[src/rtl/rdo_sender_pkg.sv]
`timescale 1ns/1ps
package rdo_sender_pkg;

  typedef enum logic [2:0] {
    SND_IDLE    = 3'd0,
    SND_LOAD    = 3'd1,
    SND_SETUP   = 3'd2,
    SND_STROBE  = 3'd3,
    SND_RELEASE = 3'd4,
    SND_GAP     = 3'd5
  } snd_state_t;

  function automatic int unsigned max3(input int unsigned a, input int unsigned b,
                                       input int unsigned c);
    int unsigned m;
    m = (a > b) ? a : b;
    return (m > c) ? m : c;
  endfunction

endpackage

[src/rtl/rdo_reset_sync.sv]
`timescale 1ns/1ps
module rdo_reset_sync (
  input  logic clk,
  input  logic rst_n,
  output logic rst_sync_n
);
  logic [1:0] sync_q;

  always_ff @(posedge clk or negedge rst_n) begin
    if (!rst_n) sync_q <= 2'b00;
    else        sync_q <= {sync_q[0], 1'b1};
  end

  assign rst_sync_n = sync_q[1];
endmodule

[src/rtl/rdo_phase_timer.sv]
`timescale 1ns/1ps
module rdo_phase_timer #(
  parameter int CNT_W = 3
) (
  input  logic             clk,
  input  logic             rst_n,
  input  logic             restart_i,
  input  logic             run_i,
  input  logic [CNT_W-1:0] limit_i,
  output logic             reached_o
);
  logic [CNT_W-1:0] cnt_q, cnt_d;
  logic             cnt_en;

  assign reached_o = (cnt_q >= limit_i);
  assign cnt_en    = restart_i | (run_i & ~reached_o);

  always_comb begin
    cnt_d = cnt_q;
    if (restart_i)   cnt_d = '0;
    else if (cnt_en) cnt_d = cnt_q + 1'b1;
  end

  always_ff @(posedge clk or negedge rst_n) begin
    if (!rst_n)      cnt_q <= '0;
    else if (cnt_en) cnt_q <= cnt_d;
  end
endmodule

[src/rtl/rdo_ack_qualifier.sv]
`timescale 1ns/1ps
module rdo_ack_qualifier #(
  parameter int ACK_MIN_CYC = 3
) (
  input  logic clk,
  input  logic rst_n,
  input  logic ack_i,
  output logic ack_ok_o
);
  localparam int RUN_W = $clog2(ACK_MIN_CYC + 1);
  localparam logic [RUN_W-1:0] RUN_SAT = RUN_W'(ACK_MIN_CYC - 1);

  logic [RUN_W-1:0] run_q, run_d;

  always_comb begin
    if (!ack_i)               run_d = '0;
    else if (run_q != RUN_SAT) run_d = run_q + 1'b1;
    else                      run_d = run_q;
  end

  always_ff @(posedge clk or negedge rst_n) begin
    if (!rst_n) run_q <= '0;
    else        run_q <= run_d;
  end

  assign ack_ok_o = ack_i & (run_q == RUN_SAT);
endmodule

[src/rtl/rdo_word_latch.sv]
`timescale 1ns/1ps
module rdo_word_latch #(
  parameter int DATA_W = 16
) (
  input  logic              clk,
  input  logic              rst_n,
  input  logic              load_i,
  input  logic              drop_i,
  input  logic              drive_i,
  input  logic [DATA_W-1:0] word_i,
  output logic [DATA_W-1:0] data_o
);
  logic [DATA_W-1:0] word_q;
  logic              live_q, live_d;

  always_comb begin
    live_d = live_q;
    if (drop_i)      live_d = 1'b0;
    else if (load_i) live_d = 1'b1;
  end

  always_ff @(posedge clk or negedge rst_n) begin
    if (!rst_n) begin
      word_q <= '0;
      live_q <= 1'b0;
    end else begin
      live_q <= live_d;
      if (load_i) word_q <= word_i;
    end
  end

  assign data_o = (live_q & drive_i) ? word_q : '0;
endmodule

[src/rtl/rdo_token_sender.sv]
`timescale 1ns/1ps
module rdo_token_sender
  import rdo_sender_pkg::*;
#(
  parameter int DATA_W      = 16,
  parameter int SETUP_CYC   = 1,
  parameter int STB_MIN_CYC = 4,
  parameter int ACK_MIN_CYC = 3,
  parameter int GAP_CYC     = 5
) (
  input  logic              clk,
  input  logic              rst_n,
  input  logic              clear_i,
  input  logic              conv_done_i,
  input  logic              port_en_i,
  input  logic              src_valid_i,
  input  logic [DATA_W-1:0] src_data_i,
  input  logic              src_last_i,
  output logic              src_ready_o,
  input  logic              tok_i,
  input  logic              ack_i,
  output logic              req_o,
  output logic              strobe_o,
  output logic [DATA_W-1:0] data_o,
  output logic              pass_o
);
  localparam int unsigned MAX_WAIT = max3(SETUP_CYC, STB_MIN_CYC, GAP_CYC);
  localparam int CNT_W = $clog2(MAX_WAIT + 1);

  logic             rst_core_n;
  snd_state_t       state_q, state_d;
  logic             req_q, req_d;
  logic             stb_q, stb_d;
  logic             last_q;
  logic             load_w, drop_w, take_w;
  logic             reached_w, ack_ok_w, drive_w;
  logic [CNT_W-1:0] limit_w;

  rdo_reset_sync i_rst_sync (
    .clk        (clk),
    .rst_n      (rst_n),
    .rst_sync_n (rst_core_n)
  );

  rdo_ack_qualifier #(.ACK_MIN_CYC(ACK_MIN_CYC)) i_ack_qual (
    .clk      (clk),
    .rst_n    (rst_core_n),
    .ack_i    (ack_i),
    .ack_ok_o (ack_ok_w)
  );

  always_comb begin
    case (state_q)
      SND_SETUP:  limit_w = CNT_W'(SETUP_CYC - 1);
      SND_STROBE: limit_w = CNT_W'(STB_MIN_CYC - 1);
      SND_GAP:    limit_w = CNT_W'(GAP_CYC - 1);
      default:    limit_w = '0;
    endcase
  end

  rdo_phase_timer #(.CNT_W(CNT_W)) i_timer (
    .clk       (clk),
    .rst_n     (rst_core_n),
    .restart_i (state_d != state_q),
    .run_i     (tok_i),
    .limit_i   (limit_w),
    .reached_o (reached_w)
  );

  // next-state process
  always_comb begin
    state_d = state_q;
    req_d   = req_q;
    stb_d   = stb_q;
    load_w  = 1'b0;
    drop_w  = 1'b0;
    take_w  = 1'b0;
    case (state_q)
      SND_IDLE: begin
        if (conv_done_i && port_en_i && src_valid_i) begin
          req_d   = 1'b1;
          state_d = SND_LOAD;
        end
      end
      SND_LOAD: begin
        if (tok_i) begin
          if (src_valid_i) begin
            take_w  = 1'b1;
            load_w  = 1'b1;
            state_d = SND_SETUP;
          end else begin
            req_d   = 1'b0;
            state_d = SND_IDLE;
          end
        end
      end
      SND_SETUP: begin
        if (tok_i && reached_w) begin
          stb_d   = 1'b1;
          state_d = SND_STROBE;
        end
      end
      SND_STROBE: begin
        if (tok_i && reached_w && ack_ok_w) begin
          stb_d   = 1'b0;
          state_d = SND_RELEASE;
        end
      end
      SND_RELEASE: begin
        if (tok_i && !ack_i) begin
          drop_w = 1'b1;
          if (last_q) begin
            req_d   = 1'b0;
            state_d = SND_IDLE;
          end else begin
            state_d = SND_GAP;
          end
        end
      end
      SND_GAP: begin
        if (tok_i && reached_w) state_d = SND_LOAD;
      end
      default: state_d = SND_IDLE;
    endcase
    if (clear_i) begin
      state_d = SND_IDLE;
      req_d   = 1'b0;
      stb_d   = 1'b0;
      load_w  = 1'b0;
      take_w  = 1'b0;
      drop_w  = 1'b1;
    end
  end

  // register process
  always_ff @(posedge clk or negedge rst_core_n) begin
    if (!rst_core_n) begin
      state_q <= SND_IDLE;
      req_q   <= 1'b0;
      stb_q   <= 1'b0;
      last_q  <= 1'b0;
    end else begin
      state_q <= state_d;
      req_q   <= req_d;
      stb_q   <= stb_d;
      if (load_w) last_q <= src_last_i;
    end
  end

  assign drive_w = tok_i & req_q;

  rdo_word_latch #(.DATA_W(DATA_W)) i_word (
    .clk     (clk),
    .rst_n   (rst_core_n),
    .load_i  (load_w),
    .drop_i  (drop_w),
    .drive_i (drive_w),
    .word_i  (src_data_i),
    .data_o  (data_o)
  );

  assign src_ready_o = take_w;
  assign req_o       = req_q;
  assign strobe_o    = stb_q & drive_w;
  assign pass_o      = tok_i & ~req_q;
endmodule

[config.mk]
export PLATFORM = sky130hd
export DESIGN_NAME = rdo_token_sender
export DESIGN_NICKNAME = d
export VERILOG_FILES = /design/src/rtl/rdo_sender_pkg.sv /design/src/rtl/rdo_reset_sync.sv /design/src/rtl/rdo_phase_timer.sv /design/src/rtl/rdo_ack_qualifier.sv /design/src/rtl/rdo_word_latch.sv /design/src/rtl/rdo_token_sender.sv
export SDC_FILE = /design/constraint.sdc
export NUM_CORES = 1
export LEC_CHECK = 0
export CAP_MARGIN = 10
export CORE_MARGIN = 8
export CORE_UTILIZATION = 55
export CTS_CLUSTER_SIZE = 25
export DETAILED_ROUTE_END_ITERATION = 8
export DONT_BUFFER_PORTS = 1
export PLACE_DENSITY_LB_ADDON = 0.3
export SKIP_CTS_REPAIR_TIMING = 1
export SLEW_MARGIN = 20
export SYNTH_ARGS = -nofsm -noshare
export SYNTH_HDL_FRONTEND = slang
export SYNTH_HIERARCHICAL = 1
export SYNTH_SLANG_ARGS = --single-unit
[constraint.sdc]
create_clock -name clk -period 1.78 [get_ports clk]
set_input_delay 0.445 -clock clk [delete_from_list [all_inputs] [get_ports clk]]
set_output_delay 0.445 -clock clk [all_outputs]
set_load 0.005 [all_outputs]
==> results <==
- The maximum number of pins on one net before global-route repair is 29.
- Measured in cells, the most critical reg-to-reg path has a length of 12.
- The setup violation total in the final timing report is 15.
- The achievable clock frequency is around 390 MHz.
- The biggest cell delay along the critical path is just under 0.4 ns.
- For hold timing, the worst endpoint is stb_q$_DFFE_PN0P_.
- In this run, synthesis produced a sequential element count of 30.
- The worst reg2reg path startpoint is state_q[2]$_DFF_PN0_.
- The worst setup path is launched from a register.
- The final period demand of the worst path is 2.58 ns.
- In this run the worst hold path is classified as primary input to register.
- The signal on the critical path passes through buf_4 -> and3b_2 -> inv_2 -> ha_4 -> a21o_1 -> a21o_4 -> and3_4 -> a21o_1 -> a211oi_2 -> nand4_1 -> nand2b_1 -> mux2i_1.
- The hold violation count in the final report is 0.
- The post-route DRC violation count is 0.
- The quantity of I/O buffers inserted on ports is 0.
- For the final database, setup skew stands at roughly 0.0096 ns.
- Along the worst hold path, the cell count comes to 1.
- Relative to the synthesized area, the layout overhead comes to 25.6%.
- Power spread over the standard cell area amounts to about 700 nW/um2.
- The clock root buffer is clkbuf_4.
- Wires add up to 4.53 mm.
- The total count of max-transition violations in the final report is 0.
- The final standard cell utilization of the core is about 73%.
- The global routing usage summed across all routing layers is between 10% and 20%.
- Summing every instance area after synthesis gives ~1800 um2.
- STA classifies the critical path endpoint as a register.
- The critical path is of the register to register type.
- The cell that appears most often on the critical path is a21o_1.
- The most frequent standard cell in the layout excluding fill and tap cells is buf_4.
- The tool flagged a number of max-cap violations equal to 0.
- The die span in x is between 70 and 80 um.
- Yosys printed 6 warnings.
- The core region area is 3080 um2.
- Of all flip-flops after synthesis, the portion carrying an async set or reset was 100%.
- The distinct cell type count of the synthesized netlist is 50.
- The final layout contains approximately 220 nets.
- The endpoint of the worst register-to-register path is i_timer/cnt_q[1]$_DFFE_PN0P_.
- The first-pass detailed-route iteration total is 5.
- The number of antenna diodes in the final layout is 0.
- The leftover overflow at the end of global routing is 0.
- For the worst setup path, the data required time is 2.02 ns.
- The data arrival time of the critical path is ~2.8 ns.
- The global-route wire length before repair is around 6.5 mm.
- Leaving out fill and tap cells, the most frequent cells in the layout are 34 x buf_4, 29 x dfrtp_1, 17 x and3_1.
- Pin placement for this block handled 45 I/O pins.
- The startpoint identified for the worst hold timing path is clear_i.
- The dominant register cell in the synthesized netlist is dfrtp_1.
- The number of antenna violations at the first check in global routing is 0.
- In this run the core area contains 20 standard-cell rows.
- After detailed routing, the average wire length per cell comes to between 15 and 20 um.
- The detailed router finished its first iteration with between 50 and 60 violations.
- The CTS clock-pin slew for the worst setup and hold paths is around 0.10 ns.
- For this design, the sink count on the clock tree is 30.
- The TritonCTS clock tree is yes.
- At the placement stage, the worst setup path has a slack of -0.772 ns.
- The count of nets left with antenna violations once routing finished came out at 0.
- At the end of routability-driven placement, the weighted congestion stood at roughly 0.85.
- On the final layout, the worst hold slack is around 0.17 ns.
- No sink is reached through more buffers than the 2 on the longest clock path.
- The post-synth net total is 187.
- After synthesis, the mean cell area works out to between 10 and 15 um2.
- The final critical path takes up 145% of the cycle.
- In this run the static leakage power is approximately 1.1 nW.
- The proportion of layout cells with a drive suffix above 1 is ~47%.
- Once the floorplan was initialized, standard cells occupied between 50 and 60% of the core.
- The slowest stage of the critical path is the dfrtp_1 cell.
- The final route contains about 1,400 vias.
- In the post-route analysis, the smallest setup slack over all paths is -0.804 ns.
- The height of the die is 73.0 um.
- The sequential cell area fraction in the yosys report is between 40% and 50%.
- The flow ran to the end, but the final reports show violations.
- In this run the worst path has a maximum fanout of 6.
- Setup repair after global routing could not meet its margin everywhere.
- The clock tree synthesis step divided the H-tree into 2 levels.
- IR analysis of the VDD net gives a maximum drop of between 0.0004 and 0.0005 V.
- The half-perimeter wire length after detailed placement is just over 3 mm.
- The die covers around 5300 um2.
- The setup slack of the worst register-to-register path is -0.80 ns.
- TritonCTS created 5 clock buffers.
- The final reports fail on setup timing.
- The number of enable-type register cells in the synthesized netlist is 0.
- The number of global-route vias before repair is between 1,000 and 1,500.
- The average vias per placed instance is slightly below 6.
- The insertion delay of the later-clocked pin in the worst-skew pair is 0.32 ns.
- In the synthesized netlist, the number of instances is 157.
-- where the power goes --
part | internal [mW] | switching (mW)
Sequential | 0.776 | 0.0543
Combinational | 0.186 | 0.120
Clock | 0.191 | 0.226
-- Yosys cell counts, types with 2 or more instances --
library cell / n / area share (%)
ha_1: 5 / 3.5
and2_1: 3 / 1.1
nand2_1: 4 / 0.84
nand4_1: 2 / 0.70
a21oi_1: 5 / 1.4
buf_6: 3 / 1.9
a21o_1: 4 / 1.7
a211oi_1: 2 / 0.84
nand2b_1: 4 / 1.4
and4bb_2: 2 / 1.4
nand3_1: 3 / 0.84
o21ai_0: 3 / 0.84
dfrtp_1: 30 / 42
nor2b_1: 3 / 1.1
mux2_1: 2 / 1.3
buf_2: 2 / 0.56
nor2_1: 6 / 1.3
a21o_2: 2 / 0.98
mux2_2: 8 / 5.0
and3_1: 18 / 6.3
inv_1: 6 / 1.3
and2_2: 2 / 0.84
mux2_4: 9 / 7.6
clkbuf_1: 3 / 0.63
-- per-layer routing --
| metal | share of wire [%] | GRT usage, % | routed length [um] |
|---|---|---|---|
| met1 | 42 | 17.7 | 1920 |
| met4 | 0.97 | 6.89 | 44 |
| met5 | 0 | 0 | 0 |
| met2 | 52 | 27.0 | 2340 |
| met3 | 4.9 | 4.53 | 220 |
-- worst max-delay path by stage --
stage / depth (start not counted) / from / end / slack [ns]
after floorplan: 12 / state_q[1]$_DFF_PN0_ / i_timer/cnt_q[1]$_DFFE_PN0P_ / -0.76
after global placement: 11 / state_q[1]$_DFF_PN0_ / i_timer/cnt_q[2]$_DFFE_PN0P_ / -0.68
after detailed placement: 12 / state_q[2]$_DFF_PN0_ / i_timer/cnt_q[1]$_DFFE_PN0P_ / -0.77
after CTS: 13 / state_q[2]$_DFF_PN0_ / i_timer/cnt_q[1]$_DFFE_PN0P_ / -0.81
after global routing: 12 / state_q[2]$_DFF_PN0_ / i_timer/cnt_q[1]$_DFFE_PN0P_ / -0.89
final: 12 / state_q[2]$_DFF_PN0_ / i_timer/cnt_q[1]$_DFFE_PN0P_ / -0.80
-- registers in the layout, indices dropped and copies added (netlist names) --
name and count:
i_ack_qual/run_q 2, i_rst_sync/sync_q 2, i_timer/cnt_q 3, i_word/live_q 1
i_word/word_q 16, last_q 1, req_o 1, state_q 3
stb_q 1
-- through the flow --
stage               TNS, ns  std cells  area [um2]  power [mW]
detailed placement    -3.69        217        1970        1.13
global route          -4.32        239        2240        1.63
finish                -3.56        239        2240        1.55
CTS                   -6.85        225        2030        1.55
floorplan             -3.16        157        1800        1.04
global placement      -3.17        217        1970        1.10
-- critical path: cells and delay by family (launching register included) --
kind / cells / cell delay (ns)
buffers and inverters: 2 / 0.21
flip-flops: 1 / 0.39
AO/OA/AOI/OAI: 4 / 0.76
adder cells (fa/ha/maj): 1 / 0.19
multiplexers: 1 / 0.13
AND/OR/NAND/NOR: 4 / 0.81
-- logic make-up after synthesis --
group | synth area share, %
other | 0.210
multiplexers | 14.4
flip-flops | 42.1
adder cells (fa/ha/maj) | 3.51
buffers and inverters | 5.47
XOR/XNOR | 0.491
AND/OR/NAND/NOR | 23.1
AO/OA/AOI/OAI | 10.7
-- area by class of cell --
class	instances	area, um2
clock buffer	7	55.1
multi-input combinational	112	1030
inverter	6	22.5
clock inverter	1	5.00
tap	44	55.1
fill	219	837
sequential	30	752
timing repair buffer	39	318
(Power assumes the default switching activity.)
